File: config.mk
export PLATFORM = sky130hd
export DESIGN_NAME = jtag_tap_ctrl
export DESIGN_NICKNAME = d
export VERILOG_FILES = /design/src/rtl/jtag_tap_pkg.sv /design/src/rtl/tap_fsm.sv /design/src/rtl/tap_ir.sv /design/src/rtl/tap_dr.sv /design/src/rtl/jtag_tap_ctrl.sv
export SDC_FILE = /design/constraint.sdc
export NUM_CORES = 1
export LEC_CHECK = 0
export BUFFER_PORTS_ARGS = -buffer_cell sky130_fd_sc_hd__buf_4
export CAP_MARGIN = 25
export CORE_ASPECT_RATIO = 1.2
export CORE_MARGIN = 3
export CORE_UTILIZATION = 35
export CTS_CLUSTER_DIAMETER = 60
export DETAILED_ROUTE_END_ITERATION = 8
export SYNTH_ARGS = -nofsm -noshare
export SYNTH_HDL_FRONTEND = slang
export SYNTH_HIERARCHICAL = 1
export SYNTH_SLANG_ARGS = --single-unit
File: constraint.sdc
create_clock -name tck -period 3 [get_ports tck]
set_clock_uncertainty 0.15 [all_clocks]
set_input_delay 0.6 -clock tck [delete_from_list [all_inputs] [get_ports tck]]
set_output_delay 0.6 -clock tck [all_outputs]
set_load 0.05 [all_outputs]
File: src/rtl/jtag_tap_pkg.sv
package jtag_tap_pkg;

  localparam int IR_W = 5;
  localparam int ID_W = 32;

  typedef enum logic [3:0] {
    TS_RESET    = 4'd0,
    TS_IDLE     = 4'd1,
    TS_DR_SEL   = 4'd2,
    TS_DR_CAP   = 4'd3,
    TS_DR_SHIFT = 4'd4,
    TS_DR_EXIT1 = 4'd5,
    TS_DR_PAUSE = 4'd6,
    TS_DR_EXIT2 = 4'd7,
    TS_DR_UPD   = 4'd8,
    TS_IR_SEL   = 4'd9,
    TS_IR_CAP   = 4'd10,
    TS_IR_SHIFT = 4'd11,
    TS_IR_EXIT1 = 4'd12,
    TS_IR_PAUSE = 4'd13,
    TS_IR_EXIT2 = 4'd14,
    TS_IR_UPD   = 4'd15
  } tap_state_e;

  typedef enum logic [1:0] {
    PATH_BYP = 2'd0,
    PATH_ID  = 2'd1,
    PATH_BSR = 2'd2
  } dr_path_e;

  localparam logic [1:0] BMODE_FUNC = 2'b00;
  localparam logic [1:0] BMODE_EXT  = 2'b01;
  localparam logic [1:0] BMODE_INT  = 2'b10;

  localparam logic [IR_W-1:0] OP_EXTEST = 5'h00;
  localparam logic [IR_W-1:0] OP_IDCODE = 5'h01;
  localparam logic [IR_W-1:0] OP_SAMPLE = 5'h02;
  localparam logic [IR_W-1:0] OP_INTEST = 5'h03;
  localparam logic [IR_W-1:0] OP_BYPASS = {IR_W{1'b1}};
  localparam logic [IR_W-1:0] IR_CAPTURE = {{(IR_W-1){1'b0}}, 1'b1};

  function automatic tap_state_e tap_next(input tap_state_e s, input logic m);
    case (s)
      TS_RESET:    return m ? TS_RESET    : TS_IDLE;
      TS_IDLE:     return m ? TS_DR_SEL   : TS_IDLE;
      TS_DR_SEL:   return m ? TS_IR_SEL   : TS_DR_CAP;
      TS_DR_CAP:   return m ? TS_DR_EXIT1 : TS_DR_SHIFT;
      TS_DR_SHIFT: return m ? TS_DR_EXIT1 : TS_DR_SHIFT;
      TS_DR_EXIT1: return m ? TS_DR_UPD   : TS_DR_PAUSE;
      TS_DR_PAUSE: return m ? TS_DR_EXIT2 : TS_DR_PAUSE;
      TS_DR_EXIT2: return m ? TS_DR_UPD   : TS_DR_SHIFT;
      TS_DR_UPD:   return m ? TS_DR_SEL   : TS_IDLE;
      TS_IR_SEL:   return m ? TS_RESET    : TS_IR_CAP;
      TS_IR_CAP:   return m ? TS_IR_EXIT1 : TS_IR_SHIFT;
      TS_IR_SHIFT: return m ? TS_IR_EXIT1 : TS_IR_SHIFT;
      TS_IR_EXIT1: return m ? TS_IR_UPD   : TS_IR_PAUSE;
      TS_IR_PAUSE: return m ? TS_IR_EXIT2 : TS_IR_PAUSE;
      TS_IR_EXIT2: return m ? TS_IR_UPD   : TS_IR_SHIFT;
      TS_IR_UPD:   return m ? TS_DR_SEL   : TS_IDLE;
      default:     return TS_RESET;
    endcase
  endfunction

endpackage

File: src/rtl/tap_fsm.sv
module tap_fsm
  import jtag_tap_pkg::*;
(
  input  logic       tck,
  input  logic       rst_n,
  input  logic       tms,
  output tap_state_e state
);

  tap_state_e state_d;

  always_comb begin
    state_d = tap_next(state, tms);
  end

  always_ff @(posedge tck or negedge rst_n) begin
    if (!rst_n) begin
      state <= TS_RESET;
    end else begin
      state <= state_d;
    end
  end

endmodule

File: src/rtl/tap_ir.sv
module tap_ir
  import jtag_tap_pkg::*;
#(
  parameter logic [IR_W-1:0] RESET_OP = OP_IDCODE
) (
  input  logic            tck,
  input  logic            rst_n,
  input  tap_state_e      state,
  input  logic            tdi,
  output logic [IR_W-1:0] ir_active,
  output logic            ir_so
);

  logic [IR_W-1:0] sr_q, sr_d;
  logic            sr_en;
  logic            act_en;
  logic [IR_W-1:0] act_d;

  always_comb begin
    sr_en = 1'b0;
    sr_d  = sr_q;
    if (state == TS_IR_CAP) begin
      sr_en = 1'b1;
      sr_d  = IR_CAPTURE;
    end else if (state == TS_IR_SHIFT) begin
      sr_en = 1'b1;
      sr_d  = {tdi, sr_q[IR_W-1:1]};
    end
  end

  always_comb begin
    act_en = 1'b0;
    act_d  = ir_active;
    if (state == TS_RESET) begin
      act_en = 1'b1;
      act_d  = RESET_OP;
    end else if (state == TS_IR_UPD) begin
      act_en = 1'b1;
      act_d  = sr_q;
    end
  end

  always_ff @(posedge tck or negedge rst_n) begin
    if (!rst_n) begin
      sr_q <= IR_CAPTURE;
    end else if (sr_en) begin
      sr_q <= sr_d;
    end
  end

  always_ff @(posedge tck or negedge rst_n) begin
    if (!rst_n) begin
      ir_active <= RESET_OP;
    end else if (act_en) begin
      ir_active <= act_d;
    end
  end

  assign ir_so = sr_q[0];

endmodule

File: src/rtl/tap_dr.sv
module tap_dr
  import jtag_tap_pkg::*;
#(
  parameter bit              ID_EN    = 1'b1,
  parameter logic [ID_W-1:0] ID_VALUE = 32'h4A5C_E0B3
) (
  input  logic       tck,
  input  logic       rst_n,
  input  tap_state_e state,
  input  logic       tdi,
  input  dr_path_e   path,
  output logic       byp_so,
  output logic       id_so
);

  logic byp_en, byp_d;

  always_comb begin
    byp_en = 1'b0;
    byp_d  = byp_so;
    if (path == PATH_BYP) begin
      if (state == TS_DR_CAP) begin
        byp_en = 1'b1;
        byp_d  = 1'b0;
      end else if (state == TS_DR_SHIFT) begin
        byp_en = 1'b1;
        byp_d  = tdi;
      end
    end
  end

  always_ff @(posedge tck or negedge rst_n) begin
    if (!rst_n) begin
      byp_so <= 1'b0;
    end else if (byp_en) begin
      byp_so <= byp_d;
    end
  end

  generate
    if (ID_EN) begin : g_id
      logic [ID_W-1:0] id_q, id_d;
      logic            id_en;

      always_comb begin
        id_en = 1'b0;
        id_d  = id_q;
        if (path == PATH_ID) begin
          if (state == TS_DR_CAP) begin
            id_en = 1'b1;
            id_d  = ID_VALUE;
          end else if (state == TS_DR_SHIFT) begin
            id_en = 1'b1;
            id_d  = {tdi, id_q[ID_W-1:1]};
          end
        end
      end

      always_ff @(posedge tck or negedge rst_n) begin
        if (!rst_n) begin
          id_q <= ID_VALUE;
        end else if (id_en) begin
          id_q <= id_d;
        end
      end

      assign id_so = id_q[0];
    end else begin : g_no_id
      assign id_so = 1'b0;
    end
  endgenerate

endmodule

File: src/rtl/jtag_tap_ctrl.sv
module jtag_tap_ctrl
  import jtag_tap_pkg::*;
#(
  parameter bit              TRST_EN  = 1'b1,
  parameter bit              ID_EN    = 1'b1,
  parameter logic [ID_W-1:0] ID_VALUE = 32'h4A5C_E0B3
) (
  input  logic       tck,
  input  logic       trst_n,
  input  logic       tms,
  input  logic       tdi,
  input  logic       bsr_so,
  output logic       tdo_data,
  output logic       tdo_oe,
  output logic [3:0] tap_state,
  output logic       bsr_capture,
  output logic       bsr_shift,
  output logic       bsr_update,
  output logic [1:0] bsr_mode
);

  localparam logic [IR_W-1:0] RESET_OP = ID_EN ? OP_IDCODE : OP_BYPASS;

  logic            rst_n;
  tap_state_e      state;
  logic [IR_W-1:0] ir_active;
  logic            ir_so;
  logic            byp_so;
  logic            id_so;
  dr_path_e        path;
  logic [1:0]      mode;
  logic            tdo_d;
  logic            oe_d;

  assign rst_n = TRST_EN ? trst_n : 1'b1;

  tap_fsm u_fsm (
    .tck   (tck),
    .rst_n (rst_n),
    .tms   (tms),
    .state (state)
  );

  tap_ir #(.RESET_OP(RESET_OP)) u_ir (
    .tck       (tck),
    .rst_n     (rst_n),
    .state     (state),
    .tdi       (tdi),
    .ir_active (ir_active),
    .ir_so     (ir_so)
  );

  tap_dr #(.ID_EN(ID_EN), .ID_VALUE(ID_VALUE)) u_dr (
    .tck    (tck),
    .rst_n  (rst_n),
    .state  (state),
    .tdi    (tdi),
    .path   (path),
    .byp_so (byp_so),
    .id_so  (id_so)
  );

  // Instruction decode: unknown codes fall back to the one-bit path
  always_comb begin
    path = PATH_BYP;
    mode = BMODE_FUNC;
    case (ir_active)
      OP_EXTEST: begin path = PATH_BSR; mode = BMODE_EXT; end
      OP_SAMPLE: begin path = PATH_BSR; mode = BMODE_FUNC; end
      OP_INTEST: begin path = PATH_BSR; mode = BMODE_INT; end
      OP_IDCODE: path = ID_EN ? PATH_ID : PATH_BYP;
      default:   path = PATH_BYP;
    endcase
  end

  always_comb begin
    oe_d = (state == TS_DR_SHIFT) || (state == TS_IR_SHIFT);
    if (state == TS_IR_SHIFT) begin
      tdo_d = ir_so;
    end else begin
      case (path)
        PATH_ID:  tdo_d = id_so;
        PATH_BSR: tdo_d = bsr_so;
        default:  tdo_d = byp_so;
      endcase
    end
  end

  // Output stage launched on the falling edge
  always_ff @(negedge tck or negedge rst_n) begin
    if (!rst_n) begin
      tdo_data <= 1'b0;
      tdo_oe   <= 1'b0;
    end else begin
      tdo_data <= tdo_d;
      tdo_oe   <= oe_d;
    end
  end

  assign tap_state   = state;
  assign bsr_mode    = mode;
  assign bsr_capture = (path == PATH_BSR) && (state == TS_DR_CAP);
  assign bsr_shift   = (path == PATH_BSR) && (state == TS_DR_SHIFT);
  assign bsr_update  = (path == PATH_BSR) && (state == TS_DR_UPD);

endmodule

=== Word-level counts from Yosys, hierarchy flattened ===
Cells that the tools add are included.
W data, S select, Z words.

* Output and inout bits: 11
* Word-level logic and storage cells: 78
* Input port bits: 5
* Register bits: 49

* Eq/ne operators: 20
* Multiplexer cells: 33
* Reduce and logical (&&, ||, !) cells: 18

{| class="wikitable"
|+ Operators with widths
! kind !! number
|-
| $mux W32 || 2
|-
| $pmux W4 S12 || 1
|-
| $eq A4 B4 Y1 const B || 8
|-
| $mux W5 || 4
|-
| $eq A4 B3 Y1 const B || 4
|-
| $mux W4 || 4
|-
| $mux W1 || 14
|-
| $eq A5 B2 Y1 const B || 2
|-
| $eq A4 B2 Y1 const B || 2
|-
| $pmux W2 S2 || 2
|-
| $mux W2 || 3
|-
| $mux W3 || 2
|-
| $reduce_and A3 Y1 || 2
|-
| $reduce_bool A2 Y1 || 3
|-
| $reduce_or A3 Y1 || 2
|-
| $eq A5 B1 Y1 const B || 1
|-
| $logic_not A5 Y1 || 1
|-
| $eq A4 B1 Y1 const B || 1
|-
| $logic_not A4 Y1 || 1
|-
| $reduce_and A2 Y1 || 2
|-
| $reduce_or A2 Y1 || 2
|-
| $logic_and A1 B1 Y1 || 3
|-
| $eq A2 B1 Y1 const B || 1
|-
| $eq A2 B2 Y1 const B || 1
|-
| other kinds (3) || 3
|}

=== Logic depth before layout (Yosys ltp) ===
Gate-level depths: netlist of run 1.

* Depth after elaboration: 6
* Mapped depth: 8

=== Modules after synthesis ===
The synthesis of run 1 kept the hierarchy.

{| class="wikitable"
|+ Modules (own cells, without submodules)
! module !! times used !! seq. area each (um^2) !! cells each !! area an instance (um^2)
|-
| tap_dr || 1 || 844.6 || 125 || 1569.0
|-
| tap_ir || 1 || 252.7 || 46 || 435.4
|-
| tap_fsm || 1 || 100.1 || 37 || 314.1
|-
| jtag_tap_ctrl || 1 || 50.0 || 30 || 234.0
|}

==> results of run 1 <==
## kinds of logic (layout without fill, tap and decap cells)
family                     after synthesis  count (layout)  synth area share, %
adders and majority gates                3               3                1.471
AOI/OAI and AO/OA                       35              35                9.118
buffers and inverters                   34              68                6.568
and+or+nand+nor                         84              84                17.94
DFF                                     49              49                48.87
muxes                                   33              33                16.03
## report_power, final
| part | leakage (nW) | internal [mW] | switching (mW) |
|---|---|---|---|
| combinational | 0.687 | 1.03 | 1.14 |
| clock | 0.0574 | 0.271 | 0.216 |
| sequential | 0.601 | 0.957 | 0.134 |
## worst register-to-register path: cells and delay by family (launching register included)
kind                     cells  cell delay (ps)
flip-flops                   1              410
buffers and inverters        1               60
adder cells (fa/ha/maj)      1              160
AND/OR/NAND/NOR              2              500
AO/OA/AOI/OAI                2              340
## per-layer routing
layer / up-vias / track usage (%) / wire [um]
li1: 865 / - / -
met4: 0 / 5.074 / 113
met3: 10 / 2.983 / 125
met1: 843 / 15.58 / 2190
met5: - / 0 / 0
met2: 19 / 19.47 / 2278
## registers in the layout (all words and copies together), names as in the netlist
signal          count
tdo_data            1
tdo_oe              1
u_dr/byp_so         1
u_dr/g_id.id_q     32
u_fsm/state         4
u_ir/ir_active      5
u_ir/sr_q           5
## timing repair
action	in CTS	in global routing
gates resized for setup	2	2
endpoints found under the hold margin	3	0
pin swaps	0	1
setup endpoints to repair	3	3
buffers inserted	0	1
hold buffers	1	0
## final timing paths
path	from	endpoint	slack, ps	cells after the start
max	u_ir/ir_active[3]	tdo_data	-270	6
min	u_dr/g_id.id_q[14]	u_dr/g_id.id_q[14]	320	2
max reg2reg	u_ir/ir_active[3]	tdo_data	-270	6
min reg2reg	u_dr/g_id.id_q[14]	u_dr/g_id.id_q[14]	320	2
max in group asynchronous	trst_n	tdo_data	530	2
min in group asynchronous	trst_n	u_dr/g_id.id_q[6]	550	2
## layout by cell type, fill, tap and decap left out, types with 2 or more instances in the layout
cell / Yosys / final
nor3b_1: 2 / 2
inv_2: 1 / 2
mux2i_1: 15 / 15
dfrtn_1: 2 / 2
nand2_1: 13 / 13
clkbuf_8: 1 / 6
a21oi_1: 11 / 11
inv_1: 23 / 22
nand2b_1: 3 / 3
or3_4: 2 / 2
nor2b_1: 9 / 9
mux2_4: 15 / 15
buf_4: 2 / 32
ha_1: 3 / 2
nor2_1: 32 / 32
dfstp_2: 17 / 17
nand3b_1: 2 / 2
nor3_1: 4 / 3
mux2_2: 3 / 3
nor3_2: 1 / 2
dfrtp_1: 30 / 30
and3_1: 3 / 3
buf_6: 3 / 2
o21ai_0: 9 / 8
and2b_2: 2 / 2
o22ai_1: 6 / 6
## final cells by class
| class | instances | area [um^2] |
|---|---|---|
| repair buffers | 36 | 292.8 |
| inverters | 24 | 90.09 |
| clock buffers | 6 | 82.58 |
| clock inverters | 2 | 37.54 |
| well taps | 87 | 108.9 |
| fillers | 666 | 3916 |
| multi-input cells | 155 | 1161 |
| flip-flops and latches | 49 | 1247 |
==> results.yml, run 1 <==
layout:
  design_area_um2: 3020
  final_core_util_pct: 43.54
  drive_gt1_share_pct: 34.19
  fin_cells: 359
  n_antenna_cell: 0
  fin_nets: 279
  area_growth_syn_to_layout_pct: 18.33
synth:
  synth.top_cell.area_share_pct: 29.41
  synth.area.top_cells: "dfrtp_1 29%, dfstp_2 18%, mux2_4 8.8%, mux2i_1 5.9%, nor2_1 4.7%"
  ys_seq_area_share_pct: 48.87
  async_reset_ff_share_pct: 100.0
  yosys_most_used_dff: "dfrtp_1"
  yosysTopAreaCell: "dfrtp_1"
  yosys-top-cells-count: "32 x nor2_1, 30 x dfrtp_1, 23 x inv_1"
  synth_area_um2: 2552
  avgSynthCellArea_um2: 10.72
  synth.most_common_cell: "nor2_1"
  syn_nets: 246
  yosysWarningCount: 6
  yosysUniqueCellTypes: 48
  synth_seq_cells: 49
  synth_edf_count: 0
  synth_cells: 238
global_route:
  antenna_found_initial: 0
  overflow: 0
  grt_max_degree: 34
  grt_pass1_vias: 1746
  track_usage_pct: 12.10
  grt_first_pass_wirelength_mm: 8.211
floorplan:
  io_pins: 16
  core_um2: 6937
  die_x_um: 83.96
  chipHeight_um: 99.55
  die-area_um2: 8357
  rows: 33
  initial_core_util_pct: 36.80
run_status:
  status: "complete, but fails checks"
  violations: "setup timing"
worst_hold_path:
  hold_path_class: "flop to flop"
critical_path:
  cp_num_buf_inv: 1
  cp_data_arrival_time_ps: 1760
  worstSetupPathType: "flop to flop"
  start_kind: "flop"
  required_ps: 1490
  worstPathCellList: "or3_4 > nor2_4 > inv_2 > ha_4 > a221oi_2 > o22ai_1"
  cp_max_fo: 3
  path_delay_family: "simple AND/OR/NAND/NOR gates"
  slowest_delay_ps: 410
  cp_slowest_cell: "dfrtp_1"
  endpoint_kind: "flop"
sta:
  hold-worst-slack_ps: 316.5
  rsz0062_at_grt: "true"
  setup_viol: 3
  final_hold_viol_count: 0
  relSlewSlack_pct: 66.51
  final.setup.worst_slack_ps: -269.0
  tightest_slew_ps: 489.7
  fin_tns_setup_ps: -541.5
  drv_slew: 0
run:
  maxCapViolCount: 0
route:
  first_pass_iters: 4
  vias_per_cell: 4.838
  dr_total_vias: 1737
  ant_nets: 0
  wl_per_cell_um: 13.11
  drc: 0
  drt_wl_total_mm: 4.708
  drt-initial-drc-count: 98
place:
  place_area_um2: 2870
  dp_hpwl_mm: 3.077
  post-place-ws_ps: -255.4
  numPortBuffers: 15
  dp_cells: 349
  gp_congestion: 0.8654
pwr:
  vdd_drop_max_mv: 0.5555
  powerDensity_nw_per_um2: 1240
  p_leak_nw: 1.345
  p_total_mw: 3.744
cts:
  clk_pin_slew_worst_paths_ps: 90
  cts-buffers-inserted: 5
  htree_levels: 2
  clockRootBuffer: "clkbuf_8"
  clk_path_buf_depth: 2
  clk_latency_ps: 300
  clock_sinks: 49
  cts_tree: "yes"
Note: power is estimated with default switching activity, not from simulation.
==> run 2, diff against run 1 <==
Settings changed: RECOVER_POWER set to 100.
==> results.yml, run 2 (synthesized netlist as in run 1, its figures left out) <==
route:
  vias_per_cell: 4.836
  first_pass_iters: 4
  dr_total_vias: 1736
  drt-initial-drc-count: 88
  ant_nets: 0
  drc: 0
  drt_wl_total_mm: 4.680
  wl_per_cell_um: 13.04
cts:
  clockRootBuffer: "clkbuf_8"
  clk_latency_ps: 300
  cts_tree: "yes"
  htree_levels: 2
  clk_pin_slew_worst_paths_ps: 90
  clk_path_buf_depth: 2
  cts-buffers-inserted: 5
  clock_sinks: 49
global_route:
  grt_first_pass_wirelength_mm: 8.211
  track_usage_pct: 12.10
  grt_pass1_vias: 1746
  overflow: 0
  grt_max_degree: 34
  busiest_layer: "met2"
  antenna_found_initial: 0
  met3_usage_pct: 2.983
  use_met2_pct: 19.47
  global_route.usage.met1_pct: 15.58
run_status:
  violations: "setup timing"
  status: "complete, but fails checks"
critical_path:
  cp_data_arrival_time_ps: 1760
  cp_num_buf_inv: 1
  slowest_delay_ps: 410
  required_ps: 1490
  path_delay_family: "simple AND/OR/NAND/NOR gates"
  endpoint_kind: "flop"
  worstSetupPathType: "flop to flop"
  cp_slowest_cell: "dfrtp_1"
  cp_max_fo: 3
  start_kind: "flop"
  worstPathCellList: "or3_4 > nor2_4 > inv_2 > ha_4 > a221oi_2 > o22ai_1"
run:
  maxCapViolCount: 0
sta:
  fin_tns_setup_ps: -821.4
  tightest_slew_ps: 997.1
  rsz0062_at_grt: "true"
  hold-worst-slack_ps: 316.3
  setup_viol: 6
  final_hold_viol_count: 0
  final.setup.worst_slack_ps: -269.2
  drv_slew: 0
  relSlewSlack_pct: 33.53
floorplan:
  core_um2: 6937
  die_x_um: 83.96
  initial_core_util_pct: 36.80
  rows: 33
  die-area_um2: 8357
  chipHeight_um: 99.55
  io_pins: 16
layout:
  largest_register_ff_count: 32
  nFillCells: 680
  area_growth_syn_to_layout_pct: 15.15
  seq_area_um2: 1247
  fin_cells: 359
  final_core_util_pct: 42.37
  drive_gt1_share_pct: 29.41
  n_antenna_cell: 0
  fin_nets: 279
  top_regs: "u_dr/g_id.id_q (32), u_ir/ir_active (5), u_ir/sr_q (5)"
  layout_commonest_cell: "nor2_1"
  top_register: "u_dr/g_id.id_q"
  multi_input_area_um2: 1140
  final_cell_mix: "32 x nor2_1, 30 x dfrtp_1, 22 x inv_1, 19 x buf_4, 17 x dfstp_2"
place:
  dp_cells: 349
  numPortBuffers: 15
  dp_hpwl_mm: 3.077
  gp_congestion: 0.8654
pwr:
  p_total_mw: 3.614
  p_leak_nw: 1.300
  powerDensity_nw_per_um2: 1229
  vdd_drop_max_mv: 0.5189
worst_hold_path:
  hold_path_class: "flop to flop"
[run 2: cell count changes in the layout (fill, tap and decap cells not counted), sizes merged]
cell    delta
buf       -14
clkbuf    +14
[run 2: report_power, final]
part | switching, mW | internal (mW) | leakage (nW)
clock | 0.216 | 0.271 | 0.0574
combinational | 1.10 | 0.932 | 0.642
sequential | 0.133 | 0.957 | 0.601
total | 1.45 | 2.16 | 1.30
[run 2: area by class of cell]
type	instances	share of cell area (%)
Inverter	24	3.065
Tap cell	87	3.704
Clock inverter	2	1.277
Timing Repair Buffer	36	7.918
Clock buffer	6	2.810
Sequential cell	49	42.44
Multi-Input combinational cell	155	38.78
[run 2: final timing paths]
path | cells past startpoint | slack, ps | to | from
max | 6 | -270 | tdo_data | u_ir/ir_active[3]
max in group asynchronous | 2 | -140 | tdo_data | trst_n
min in group asynchronous | 2 | 820 | u_dr/g_id.id_q[6] | trst_n
max reg2reg | 6 | -270 | tdo_data | u_ir/ir_active[3]
min | 2 | 320 | u_dr/g_id.id_q[14] | u_dr/g_id.id_q[14]
min reg2reg | 2 | 320 | u_dr/g_id.id_q[14] | u_dr/g_id.id_q[14]
[run 2: per-stage QoR]
step / setup WS [ps] / cell area [um^2]
after detailed placement: -255.4 / 2870
after global placement: -221.8 / 2870
final: -269.2 / 2939
after floorplan: -258.6 / 2571
after CTS: -292.7 / 3008
after global routing: -361.7 / 2939
[run 2: worst min-delay path: stages, from the launching register on]
cell and delay (ps):
dfstp_2 380, inv_1 40, mux2i_1 50
[run 2: what timing repair did]
item | 4_1_cts | 5_1_grt
setup endpoints to repair | 3 | 3
resized for setup | 2 | 2
cloned | 0 | 0
hold buffers | 1 | 0
buffers inserted | 0 | 1
hold endpoints to repair | 3 | 0
pin swaps | 0 | 1
[run 2: per-layer routing]
| metal | part of all wire, % | vias to the layer above |
|---|---|---|
| met3 | 2.7 | 8 |
| met5 | 0 | - |
| met4 | 1.9 | 0 |
| li1 | - | 865 |
| met2 | 50 | 22 |
| met1 | 46 | 841 |
